--- src/rtl/ccd_tg_pkg.sv ---
// Shared types for the CCD drive timing generator.
// Assumes: four shift-gate lines; segment tag codes are fixed by the brief.
package ccd_tg_pkg;

    localparam int NSH = 4;

    typedef enum logic [1:0] {
        SEG_NONE   = 2'd0,
        SEG_DUMMY  = 2'd1,
        SEG_SHIELD = 2'd2,
        SEG_SIGNAL = 2'd3
    } seg_t;

    typedef enum logic [1:0] {
        ST_IDLE = 2'd0,
        ST_XFER = 2'd1,
        ST_READ = 2'd2
    } seq_st_t;

    typedef struct packed {
        logic phi1;
        logic phi2;
        logic rs;
        logic cp;
        logic sh_act;
    } wave_t;

endpackage

--- src/rtl/ccd_tg_seq.sv ---
// Line sequencer: idle / transfer window / readout, with tick and element
// counters. Latches mode, clamp mode and line length at each line boundary.
// Assumes: TPE >= 2, XF_LEN >= 1, both readout lengths fit in IW bits.
module ccd_tg_seq
    import ccd_tg_pkg::*;
#(
    parameter int TPE      = 40,
    parameter int XF_LEN   = 204,
    parameter int COL_LEN  = 5490,
    parameter int MONO_LEN = 2745,
    parameter int IW       = 16,
    localparam int KW      = $clog2(TPE + 1),
    localparam int XW      = $clog2(XF_LEN + 1)
) (
    input  logic          clk_i,
    input  logic          rst_n_i,
    input  logic          start_i,
    input  logic          mono_i,
    input  logic          lclamp_i,
    input  logic [IW-1:0] iper_i,
    output seq_st_t       st_o,
    output logic [XW-1:0] xt_o,
    output logic [KW-1:0] k_o,
    output logic [IW-1:0] e_o,
    output logic          mono_o,
    output logic          lclamp_o
);

    localparam logic [KW-1:0] K_LAST  = KW'(TPE - 1);
    localparam logic [XW-1:0] X_LAST  = XW'(XF_LEN - 1);
    localparam logic [IW-1:0] COL_W   = IW'(COL_LEN);
    localparam logic [IW-1:0] MONO_W  = IW'(MONO_LEN);

    seq_st_t       st_q;
    logic [XW-1:0] xt_q;
    logic [KW-1:0] k_q;
    logic [IW-1:0] e_q;
    logic [IW-1:0] len_q;
    logic          mono_q;
    logic          lc_q;
    logic          pend_q;

    logic          req;
    logic          elem_last;
    logic          line_last;
    logic          boundary;
    logic [IW-1:0] rd_min;
    logic [IW-1:0] len_next;

    // Boundary detection and clamped line length for the next line.
    always_comb begin
        req       = pend_q | start_i;
        elem_last = (k_q == K_LAST);
        line_last = (st_q == ST_READ) && elem_last && (e_q == len_q - IW'(1));
        boundary  = req && ((st_q == ST_IDLE) || line_last);
        rd_min    = mono_i ? MONO_W : COL_W;
        len_next  = (iper_i < rd_min) ? rd_min : iper_i;
    end

    // Sequencer state, counters and boundary-latched settings.
    always_ff @(posedge clk_i) begin
        if (!rst_n_i) begin
            st_q   <= ST_IDLE;
            xt_q   <= '0;
            k_q    <= '0;
            e_q    <= '0;
            len_q  <= COL_W;
            mono_q <= 1'b0;
            lc_q   <= 1'b0;
            pend_q <= 1'b0;
        end else begin
            pend_q <= boundary ? 1'b0 : req;
            if (boundary) begin
                st_q   <= ST_XFER;
                xt_q   <= '0;
                k_q    <= '0;
                e_q    <= '0;
                len_q  <= len_next;
                mono_q <= mono_i;
                lc_q   <= lclamp_i;
            end else begin
                case (st_q)
                    ST_XFER: begin
                        if (xt_q == X_LAST) begin
                            st_q <= ST_READ;
                            k_q  <= '0;
                            e_q  <= '0;
                        end else begin
                            xt_q <= xt_q + XW'(1);
                        end
                    end
                    ST_READ: begin
                        if (elem_last) begin
                            k_q <= '0;
                            if (line_last) begin
                                st_q <= ST_IDLE;
                                e_q  <= '0;
                            end else begin
                                e_q <= e_q + IW'(1);
                            end
                        end else begin
                            k_q <= k_q + KW'(1);
                        end
                    end
                    default: begin
                        xt_q <= '0;
                        k_q  <= '0;
                        e_q  <= '0;
                    end
                endcase
            end
        end
    end

    assign st_o     = st_q;
    assign xt_o     = xt_q;
    assign k_o      = k_q;
    assign e_o      = e_q;
    assign mono_o   = mono_q;
    assign lclamp_o = lc_q;

endmodule

--- src/rtl/ccd_tg_wave.sv ---
// Waveform decoder: turns sequencer state and tick position into the
// transfer clocks, reset gate, clamp gate and the shift-pulse window.
// Assumes: CP_LEAD <= PRE and all pulse positions lie inside their window.
module ccd_tg_wave
    import ccd_tg_pkg::*;
#(
    parameter int TPE     = 40,
    parameter int RS_POS  = 20,
    parameter int RS_W    = 2,
    parameter int CP_GAP  = 0,
    parameter int CP_W    = 2,
    parameter int PRE     = 8,
    parameter int CP_LEAD = 2,
    parameter int SH_T    = 160,
    parameter int XF_LEN  = 204,
    localparam int KW     = $clog2(TPE + 1),
    localparam int XW     = $clog2(XF_LEN + 1)
) (
    input  seq_st_t       st_i,
    input  logic [XW-1:0] xt_i,
    input  logic [KW-1:0] k_i,
    input  logic          lclamp_i,
    output wave_t         wave_o
);

    localparam logic [XW-1:0] SH_ON  = XW'(PRE);
    localparam logic [XW-1:0] SH_OFF = XW'(PRE + SH_T);
    localparam logic [XW-1:0] LC_ON  = XW'(PRE - CP_LEAD);
    localparam logic [XW-1:0] LC_OFF = XW'(PRE - CP_LEAD + SH_T);
    localparam logic [KW-1:0] HALF   = KW'(TPE / 2);
    localparam logic [KW-1:0] RS_ON  = KW'(RS_POS);
    localparam logic [KW-1:0] RS_OFF = KW'(RS_POS + RS_W);
    localparam logic [KW-1:0] PX_ON  = KW'(RS_POS + RS_W + CP_GAP);
    localparam logic [KW-1:0] PX_OFF = KW'(RS_POS + RS_W + CP_GAP + CP_W);

    // Decode the drive levels for the present tick.
    always_comb begin
        wave_o = '{phi1: 1'b0, phi2: 1'b1, rs: 1'b0, cp: 1'b0, sh_act: 1'b0};
        case (st_i)
            ST_XFER: begin
                wave_o.phi1   = 1'b1;
                wave_o.phi2   = 1'b0;
                wave_o.sh_act = (xt_i >= SH_ON) && (xt_i < SH_OFF);
                wave_o.cp     = lclamp_i && (xt_i >= LC_ON) && (xt_i < LC_OFF);
            end
            ST_READ: begin
                wave_o.phi1 = (k_i < HALF);
                wave_o.phi2 = !(k_i < HALF);
                wave_o.rs   = (k_i >= RS_ON) && (k_i < RS_OFF);
                wave_o.cp   = !lclamp_i && (k_i >= PX_ON) && (k_i < PX_OFF);
            end
            default: ;
        endcase
    end

endmodule

--- src/rtl/ccd_tg_gate.sv ---
// Shift-gate and changeover-switch mapping. In colour mode the monochrome
// row gate is held high and the colour gates pulse; in monochrome mode
// the opposite holds. Assumes: bit 0 is the monochrome row gate.
module ccd_tg_gate
    import ccd_tg_pkg::*;
(
    input  logic           mono_i,
    input  logic           sh_act_i,
    output logic [NSH-1:0] shg_o,
    output logic           sw1_o,
    output logic           sw2_o
);

    for (genvar g = 0; g < NSH; g++) begin : g_sh
        if (g == 0) begin : g_mono_row
            // Monochrome row gate: pulsed in monochrome, parked high in colour.
            assign shg_o[g] = mono_i ? sh_act_i : 1'b1;
        end else begin : g_col_row
            // Colour row gate: pulsed in colour, parked high in monochrome.
            assign shg_o[g] = mono_i ? 1'b1 : sh_act_i;
        end
    end

    // Switch levels follow the latched line mode.
    assign sw1_o = !mono_i;
    assign sw2_o = mono_i;

endmodule

--- src/rtl/ccd_tg_seg.sv ---
// Segment classifier: tags each readout element as dummy, light-shield,
// signal or none, and exposes the element index during readout.
// Assumes: segment lengths per mode fit in IW bits.
module ccd_tg_seg
    import ccd_tg_pkg::*;
#(
    parameter int COL_PRE     = 54,
    parameter int COL_SHIELD  = 96,
    parameter int COL_SIG     = 5340,
    parameter int MONO_PRE    = 27,
    parameter int MONO_SHIELD = 48,
    parameter int MONO_SIG    = 2670,
    parameter int IW          = 16
) (
    input  seq_st_t       st_i,
    input  logic [IW-1:0] e_i,
    input  logic          mono_i,
    output seg_t          seg_o,
    output logic [IW-1:0] pix_o
);

    localparam logic [IW-1:0] C_A = IW'(COL_PRE);
    localparam logic [IW-1:0] C_B = IW'(COL_PRE + COL_SHIELD);
    localparam logic [IW-1:0] C_C = IW'(COL_PRE + COL_SHIELD + COL_SIG);
    localparam logic [IW-1:0] M_A = IW'(MONO_PRE);
    localparam logic [IW-1:0] M_B = IW'(MONO_PRE + MONO_SHIELD);
    localparam logic [IW-1:0] M_C = IW'(MONO_PRE + MONO_SHIELD + MONO_SIG);

    logic [IW-1:0] lim_a;
    logic [IW-1:0] lim_b;
    logic [IW-1:0] lim_c;

    // Pick the segment limits of the latched mode and classify the element.
    always_comb begin
        lim_a = mono_i ? M_A : C_A;
        lim_b = mono_i ? M_B : C_B;
        lim_c = mono_i ? M_C : C_C;
        seg_o = SEG_NONE;
        pix_o = '0;
        if (st_i == ST_READ) begin
            pix_o = e_i;
            if (e_i < lim_a)      seg_o = SEG_DUMMY;
            else if (e_i < lim_b) seg_o = SEG_SHIELD;
            else if (e_i < lim_c) seg_o = SEG_SIGNAL;
            else                  seg_o = SEG_NONE;
        end
    end

endmodule

--- src/rtl/ccd_drive_tg.sv ---
// Top of the linear CCD drive timing generator. Wires the sequencer,
// waveform decoder, gate mapping and segment classifier, and registers
// every output so the drive pins are glitch-free.
// Assumes: one master clock; all timing parameters in master ticks.
module ccd_drive_tg
    import ccd_tg_pkg::*;
#(
    parameter int TPE         = 40,
    parameter int RS_POS      = 20,
    parameter int RS_W        = 2,
    parameter int CP_GAP      = 0,
    parameter int CP_W        = 2,
    parameter int PRE         = 8,
    parameter int CP_LEAD     = 2,
    parameter int SH_T        = 160,
    parameter int POST        = 36,
    parameter int COL_PRE     = 54,
    parameter int COL_SHIELD  = 96,
    parameter int COL_SIG     = 5340,
    parameter int MONO_PRE    = 27,
    parameter int MONO_SHIELD = 48,
    parameter int MONO_SIG    = 2670,
    parameter int IW          = 16
) (
    input  logic          clk_i,
    input  logic          rst_n_i,
    input  logic          start_i,
    input  logic          mono_i,
    input  logic          lclamp_i,
    input  logic [IW-1:0] iper_i,
    output logic          phi1_o,
    output logic          phi2_o,
    output logic          rs_o,
    output logic          cp_o,
    output logic [3:0]    shg_o,
    output logic          sw1_o,
    output logic          sw2_o,
    output logic [1:0]    seg_o,
    output logic [IW-1:0] pix_o
);

    localparam int XF_LEN   = PRE + SH_T + POST;
    localparam int COL_LEN  = COL_PRE + COL_SHIELD + COL_SIG;
    localparam int MONO_LEN = MONO_PRE + MONO_SHIELD + MONO_SIG;
    localparam int KW       = $clog2(TPE + 1);
    localparam int XW       = $clog2(XF_LEN + 1);
    localparam logic [NSH-1:0] SHG_IDLE = NSH'(1);

    seq_st_t        st;
    logic [XW-1:0]  xt;
    logic [KW-1:0]  k;
    logic [IW-1:0]  e;
    logic           mono_q;
    logic           lc_q;
    wave_t          wave;
    logic [NSH-1:0] shg_d;
    logic           sw1_d;
    logic           sw2_d;
    seg_t           seg_d;
    logic [IW-1:0]  pix_d;

    ccd_tg_seq #(
        .TPE(TPE), .XF_LEN(XF_LEN), .COL_LEN(COL_LEN),
        .MONO_LEN(MONO_LEN), .IW(IW)
    ) u_seq (
        .clk_i(clk_i), .rst_n_i(rst_n_i), .start_i(start_i),
        .mono_i(mono_i), .lclamp_i(lclamp_i), .iper_i(iper_i),
        .st_o(st), .xt_o(xt), .k_o(k), .e_o(e),
        .mono_o(mono_q), .lclamp_o(lc_q)
    );

    ccd_tg_wave #(
        .TPE(TPE), .RS_POS(RS_POS), .RS_W(RS_W), .CP_GAP(CP_GAP),
        .CP_W(CP_W), .PRE(PRE), .CP_LEAD(CP_LEAD), .SH_T(SH_T),
        .XF_LEN(XF_LEN)
    ) u_wave (
        .st_i(st), .xt_i(xt), .k_i(k), .lclamp_i(lc_q), .wave_o(wave)
    );

    ccd_tg_gate u_gate (
        .mono_i(mono_q), .sh_act_i(wave.sh_act),
        .shg_o(shg_d), .sw1_o(sw1_d), .sw2_o(sw2_d)
    );

    ccd_tg_seg #(
        .COL_PRE(COL_PRE), .COL_SHIELD(COL_SHIELD), .COL_SIG(COL_SIG),
        .MONO_PRE(MONO_PRE), .MONO_SHIELD(MONO_SHIELD), .MONO_SIG(MONO_SIG),
        .IW(IW)
    ) u_seg (
        .st_i(st), .e_i(e), .mono_i(mono_q), .seg_o(seg_d), .pix_o(pix_d)
    );

    // Output register stage: one tick behind the sequencer state.
    always_ff @(posedge clk_i) begin
        if (!rst_n_i) begin
            phi1_o <= 1'b0;
            phi2_o <= 1'b1;
            rs_o   <= 1'b0;
            cp_o   <= 1'b0;
            shg_o  <= SHG_IDLE;
            sw1_o  <= 1'b1;
            sw2_o  <= 1'b0;
            seg_o  <= SEG_NONE;
            pix_o  <= '0;
        end else begin
            phi1_o <= wave.phi1;
            phi2_o <= wave.phi2;
            rs_o   <= wave.rs;
            cp_o   <= wave.cp;
            shg_o  <= shg_d;
            sw1_o  <= sw1_d;
            sw2_o  <= sw2_d;
            seg_o  <= seg_d;
            pix_o  <= pix_d;
        end
    end

endmodule

--- config.mk ---
export PLATFORM = sky130hd
export DESIGN_NAME = ccd_drive_tg
export DESIGN_NICKNAME = d
export VERILOG_FILES = /design/src/rtl/ccd_tg_pkg.sv /design/src/rtl/ccd_tg_seq.sv /design/src/rtl/ccd_tg_wave.sv /design/src/rtl/ccd_tg_gate.sv /design/src/rtl/ccd_tg_seg.sv /design/src/rtl/ccd_drive_tg.sv
export SDC_FILE = /design/constraint.sdc
export NUM_CORES = 1
export LEC_CHECK = 0
export BUFFER_PORTS_ARGS = -buffer_cell sky130_fd_sc_hd__buf_2
export CORE_ASPECT_RATIO = 0.5
export CORE_MARGIN = 2
export CORE_UTILIZATION = 45
export DETAILED_ROUTE_END_ITERATION = 8
export SETUP_SLACK_MARGIN = 0.05
export SLEW_MARGIN = 10
export SYNTH_ARGS = -nofsm -noshare
export SYNTH_HDL_FRONTEND = slang
export SYNTH_SLANG_ARGS = --single-unit
export TNS_END_PERCENT = 1
--- constraint.sdc ---
create_clock -name clk_i -period 3.5 [get_ports clk_i]
set_clock_uncertainty 0.2 [all_clocks]
set_input_delay 0.175 -clock clk_i [delete_from_list [all_inputs] [get_ports clk_i]]
set_output_delay 0.175 -clock clk_i [all_outputs]
set_load 0.02 [all_outputs]
After elaboration in Yosys (flattened, before gate mapping)
Index checks and enable logic that the tools add are counted.
{ "totals": {"reg_bits": 77, "output_inout_bits": 28, "elab_cells": 102} }
{ "classes": {"n_mux": 26, "n_addsub": 4, "n_bitwise": 3, "n_eq_ne": 12, "n_reduce_logical": 24, "order_cmp": 13} }
{ "op_table": {"columns": ["operator", "n"], "rows": [
  ["< comparator 16 bit", 4],
  ["two-way mux 16 bit", 4],
  ["one-hot mux 16 bit (2 select lines)", 1],
  ["two-way mux 13 bit", 2],
  ["< comparator 6 x 5 -> 1 bit, second input constant", 3],
  ["two-way mux 6 bit", 3],
  ["adder 16 x 1 -> 16 bit, second input constant", 1],
  ["equality test 16 bit", 1],
  ["< comparator 8 bit, second input constant", 2],
  ["two-way mux 8 bit", 2],
  ["one-hot mux 8 bit (2 select lines)", 1],
  ["subtractor 16 x 1 -> 16 bit, second input constant", 1],
  [">= comparator 6 x 5 -> 1 bit, second input constant", 2],
  ["one-hot mux 6 bit (2 select lines)", 1],
  ["two-way mux 2 bit", 5],
  ["logical AND 1 bit", 9],
  ["adder 8 x 1 -> 8 bit, second input constant", 1],
  ["equality test 8 bit, second input constant", 1],
  [">= comparator 8 x 3 -> 1 bit, second input constant", 1],
  [">= comparator 8 x 4 -> 1 bit, second input constant", 1],
  ["one-hot mux 2 bit (2 select lines)", 2],
  ["AND reduction 2 bit", 4],
  ["AND reduction 4 bit", 2],
  ["adder 6 x 1 -> 6 bit, second input constant", 1],
  ["other kinds (18)", 27]
]} }

Depth between registers and ports, before layout
{ "logic_depth": {"depth_word": 7, "depth_mapped": 12, "depth_no_buf": 10} }

Cells and area by module
A second synthesis with hierarchy kept.
{ "hier_totals": {"cells_unflattened": 522, "hier_area_um2": 4692.0} }
{ "modules_own_cells": {"columns": ["mod", "area_each_um2", "cells_per_inst", "seq_area_each_um2", "instances"], "rows": [
  ["ccd_tg_seq", 3198.1, 369, 1021.0, 1],
  ["ccd_drive_tg", 778.2, 58, 560.5, 1],
  ["ccd_tg_seg", 513.0, 65, 0.0, 1],
  ["ccd_tg_wave", 163.9, 24, 0.0, 1],
  ["ccd_tg_gate", 38.8, 6, 0.0, 1]
]} }

Least setup slack after synthesis
Ideal clock, no wire load.
{ "synth_timing": {"path_kind": "register -> register", "from": "register u_seq.len_q[0]", "to": "register u_seq.e_q[1] (netlist: u_seq.e_o[1])", "synth_period_minus_slack_ns": 2.894, "setup_time_ns": 0.117, "setup_slack_ns": 0.606, "arrival_ns": 2.577, "stages_incl_launch_ff": 13, "t_required_ns": 3.183, "path_buffers": 2, "cell_sequence": "dfxtp_1 -> inv_1 -> ha_1 -> or4b_4 -> or3_1 -> o21ai_1 -> o221ai_1 -> nor4_2 -> clkbuf_8 -> nor2_4 -> buf_6 -> a22oi_1 -> nor2_1"} }
{ "synth_via": {"elab_chain_cells": 6} }
{ "synth_rtl": {"columns": ["item", "line_no", "source"], "rows": [
  ["from (decl)", "ccd_tg_seq.sv:38", "logic [IW-1:0] len_q;"],
  ["from (signal assigned)", "ccd_tg_seq.sv:78", "len_q <= len_next;"],
  ["subtractor 16 x 1 -> 16 bit (*)", "ccd_tg_seq.sv:54", "line_last = (st_q == ST_READ) && elem_last && (e_q == len_q - IW'(1));"],
  ["equality test 16 bit (*)", "ccd_tg_seq.sv:54", null],
  ["logical AND 1 bit (*)", "ccd_tg_seq.sv:54", null],
  ["two-way mux 16 bit or logical OR 1 bit (tied branches)", "ccd_tg_seq.sv:95, ccd_tg_seq.sv:55", null],
  ["two-way mux 16 bit or logical AND 1 bit (tied branches)", "ccd_tg_seq.sv:93, ccd_tg_seq.sv:55", null],
  ["one-hot mux 16 bit (2 select lines) or OR reduction 2 bit (tied branches)", null, null],
  ["to (signal assigned)", "ccd_tg_seq.sv:99", "e_q <= e_q + IW'(1);"],
  ["to (decl)", "ccd_tg_seq.sv:37", "logic [IW-1:0] e_q;"]
]} }
Every way passes the cells marked *; elsewhere a longest branch is shown, timed or not. The select of a mux whose other input is x is not followed.
A chain may end at the register's enable or synchronous reset.

Worst setup path in the final report
{ "layout_timing": {"from": "register u_seq.len_q[0]", "to": "register u_seq.k_q[3] (netlist: u_seq.k_o[3])"} }
{ "layout_via": {"elab_chain_cells": 6} }
{ "layout_rtl": {"columns": ["item", "line_no", "source"], "rows": [
  ["subtractor 16 x 1 -> 16 bit", "ccd_tg_seq.sv:54", null],
  ["equality test 16 bit", "ccd_tg_seq.sv:54", null],
  ["logical AND 1 bit", "ccd_tg_seq.sv:54", null],
  ["logical OR 1 bit", "ccd_tg_seq.sv:55", "boundary = req && ((st_q == ST_IDLE) || line_last);"],
  ["logical AND 1 bit", "ccd_tg_seq.sv:55", null],
  ["OR reduction 2 bit (no source line)", null, null],
  ["to (signal assigned)", "ccd_tg_seq.sv:102", "k_q <= k_q + KW'(1);"],
  ["to (decl)", "ccd_tg_seq.sv:36", "logic [KW-1:0] k_q;"]
]} }
No other way between the ends.

==> results.tsv <==
stage	metric	value	unit
run_status	outcome	complete, no violations	
floorplanning	initial_core_util	0.4666	
setup_path	reg2reg_from	u_seq.len_q[0]$_SDFFE_PN0P_	
logic_synthesis	ys_seq_area_frac	0.3474	
cts	cts.clk_slew.worst_paths	0.06	ns
placement	port_buffers	48	
grt	grt-ovfl-total	0	
floorplanning	ioPinCount	49	
drt	drt_pass1_iterations	4	
logic_synthesis	synthCells	537	
cells_and_area	multi_input_area	2624	sq um
setup_path	crit_type	reg -> reg	
cts	tritoncts	built	
logic_synthesis	yosys.area.top_type	dfxtp_1	
floorplanning	core	9509	sq um
sta	hold_violations	0	
cts	clock_latency	0.34	ns
sta	worst_slack	0.2665	ns
sta	relSlewSlack	0.5864	
cts	cts_buffers	9	
drt	via_per_inst	5.428	
power_and_ir_drop	p_leak	2.176	nW
setup_path	crit_chain	inv_1, ha_1, or4b_4, or3_1, o21ai_1, o221ai_1, nor4_2, o22a_2, nand2b_2, buf_12, nor3_1	
logic_synthesis	avgSynthCellArea	8.262	sq um
logic_synthesis	ys_warn_count	0	
floorplanning	dieHeight	74.21	um
setup_path	worst_setup_path_start_kind	flop	
grt	grt_max_degree	37	
drt	drtIter0Drc	270	
sta	drv_slew	0	
power_and_ir_drop	p_int	1.722	mW
setup_path	required	3.52	ns
worst_hold_path	holdPathStages	4	
sta	worstMarginPinSlew	0.6204	ns
cts	clockBufferDepth	2	
sta	holdWs	0.006686	ns
sta	fin_crit	3.233	ns
logic_synthesis	synthTopCellsByArea	dfxtp_1 35%, ha_1 9.0%, nand2_1 4.4%	
sta	tns	0	ns
power_and_ir_drop	switchingPower	0.5412	mW
cells_and_area	syn_to_final_growth	18.13	%
floorplanning	rows	25	
cells_and_area	utilization	0.5512	
placement	place_ws	0.2776	ns
sta	fin_crit_sh	0.9239	
drt	antenna_left	0	
logic_synthesis	synth-edff-count	0	
setup_path	max_stage_delay	0.51	ns
power_and_ir_drop	seqPwrFrac	0.414	
cells_and_area	seqCellArea	1541	sq um
setup_path	cp_slowest_cell	or4b_4	
cells_and_area	drive_gt1_frac	0.1537	
logic_synthesis	synth_cell_types	58	
power_and_ir_drop	swShare	0.2391	
placement	dp_hpwl	7.819	mm
power_and_ir_drop	p_total	2.264	mW
cts	cts_setup_buffers	0	
worst_hold_path	worstHoldPathType	in -> reg	
grt	grt_pass1_vias	3552	
cts	cts.sinks	77	
power_and_ir_drop	vdd_drop_max	0.2726	mV
cells_and_area	n_antenna_cell	0	
cells_and_area	fin_nets	640	
setup_path	rr_endpoint	u_seq.k_o[3]$_SDFFE_PP0P_	
setup_path	endpoint	u_seq.k_o[3]$_SDFFE_PP0P_	
grt	grt_pass1_wl	18.04	mm
setup_path	worst_r2r_path_depth	11	
cts	cts_root_buf	clkbuf_16	
cells_and_area	fill_cells	928	
logic_synthesis	ys_ff_latch	77	
power_and_ir_drop	pwr-share-comb	0.108	
power_and_ir_drop	clkPwrFrac	0.478	
setup_path	critPathArrivalTime	3.25	ns
logic_synthesis	synth_ff_type	dfxtp_1	
sta	setup_viol	0	
logic_synthesis	yosysTopAreaCellShare	0.3474	
cts	htree_levels	3	
logic_synthesis	syn-num-nets	590	
floorplanning	die_width	144.4	um
logic_synthesis	synth_most_common_cell	dfxtp_1	
drt	wirelength	11.09	mm
drt	wire_per_inst	15.26	um
floorplanning	die_area	10720	sq um
setup_path	critPathMaxFanout	32	
setup_path	end_kind	flop	
job	cap_violations	0	
drt	vias	3946	
placement	gp_congestion	0.8718	
sta	rsz0062_at_grt	no	
sta	fmax	0.3093	GHz
grt	track_usage	0.2190	
setup_path	reg2reg_slack	0.27	ns
drt	drc_errors	0	
logic_synthesis	synthTopCellsByCount	77 x dfxtp_1, 52 x nand2_1, 46 x nor2_1	
cts	cts_resized	0	
power_and_ir_drop	powerDensity	431.9	nW/um^2
setup_path	cp-startpoint	u_seq.len_q[0]$_SDFFE_PN0P_	
grt	antenna_found_initial	0	
logic_synthesis	ys_async_sr_fraction	0	
logic_synthesis	netlist_area	4437	sq um
==> per-layer routing <==
layer | track usage | share of wire
met1 | 0.3149 | 0.51
met2 | 0.3307 | 0.42
met3 | 0.05731 | 0.058
met4 | 0.05178 | 0.0049
met5 | 0 | 0
==> cell type report <==
cell class,count,area share
Clock inverter,6,0.02101
Sequential cell,77,0.2941
Tap cell,135,0.03223
Inverter,20,0.01432
Clock buffer,10,0.04560
Timing Repair Buffer,74,0.09215
Multi-Input combinational cell,405,0.5006
==> sequential cells by signal (all words and copies together) (netlist names), 2 cells and up <==
signal	flops
seg_o	2
u_seq.st_o	2
shg_o	2
u_seq.k_o	6
u_seq.e_o	16
pix_o	16
u_seq.xt_o	8
u_seq.len_q	16
==> cell families after synthesis <==
| logic type | Yosys count | synth area share |
|---|---|---|
| AND/OR/NAND/NOR | 228 | 0.2730 |
| AO/OA/AOI/OAI | 112 | 0.1602 |
| flip-flops | 77 | 0.3474 |
| adder cells (fa/ha/maj) | 32 | 0.09024 |
| XOR/XNOR | 23 | 0.04540 |
| multiplexers | 10 | 0.02256 |
| buffers and inverters | 55 | 0.06119 |
==> through the flow <==
| stage | std cells | cell area [sq um] |
|---|---|---|
| finish | 727 | 5241 |
| global route | 727 | 5241 |
| CTS | 727 | 5241 |
| detailed placement | 697 | 4752 |
| global placement | 697 | 4752 |
| floorplan | 537 | 4437 |
==> what timing repair did <==
| item | CTS | global route |
|---|---|---|
| hold endpoints to repair | 14 | 0 |
| setup endpoints to repair | 0 | 0 |
| hold buffers | 14 | 0 |
==> how the worst min path moves through the flow <==
| stage | from | to | slack (ns) |
|---|---|---|---|
| detailed placement | iper_i[15] | u_seq.len_q[15]$_SDFFE_PN0P_ | 0.23 |
| global route | iper_i[7] | u_seq.len_q[7]$_SDFFE_PN0P_ | 0.04 |
| floorplan | mono_i | u_seq.mono_o$_SDFFE_PN0P_ | 0.11 |
| global placement | iper_i[15] | u_seq.len_q[15]$_SDFFE_PN0P_ | 0.23 |
| CTS | iper_i[7] | u_seq.len_q[7]$_SDFFE_PN0P_ | 0.01 |
| finish | iper_i[7] | u_seq.len_q[7]$_SDFFE_PN0P_ | 0.007 |
==> critical path, delay by kind of cell (launching register included) <==
| family | cells | cell delay (ns) |
|---|---|---|
| AOI/OAI and AO/OA | 3 | 0.59 |
| adders and majority gates | 1 | 0.22 |
| buffers and inverters | 2 | 0.27 |
| DFF | 1 | 0.35 |
| and+or+nand+nor | 5 | 1.47 |
==> cell usage in the layout, fill, tap and decap left out, types with 6 or more instances in the layout <==
master         count
nand4_1            6
nand3_1           32
inv_1             20
o21ai_1            9
buf_2             48
xor2_1            10
ha_1              32
nor3b_1            7
a31oi_1           14
nor4_1             6
nand2_1           52
a21oi_1           34
dfxtp_1           77
buf_4             11
and3_1            18
mux2i_1           10
o21ai_0           19
nor2_1            46
nor3_1            16
dlygate4sd3_1     14
xnor2_1           13
or4_1              7
nor2b_1            7
o211a_1            7
clkbuf_16          9
==> power by group through the flow <==
| stage | combinational, mW | clock [mW] | sequential (mW) |
|---|---|---|---|
| 6_report | 0.246 | 1.08 | 0.937 |
| 5_1_grt | 0.277 | 1.13 | 0.941 |
| 4_1_cts | 0.246 | 1.10 | 0.936 |
| 3_5_place_dp | 0.232 | 0 | 0.955 |
| 3_3_place_gp | 0.229 | 0 | 0.955 |
| 2_1_floorplan | 0.172 | 0 | 0.947 |
Note: power is estimated with default switching activity, not from simulation.
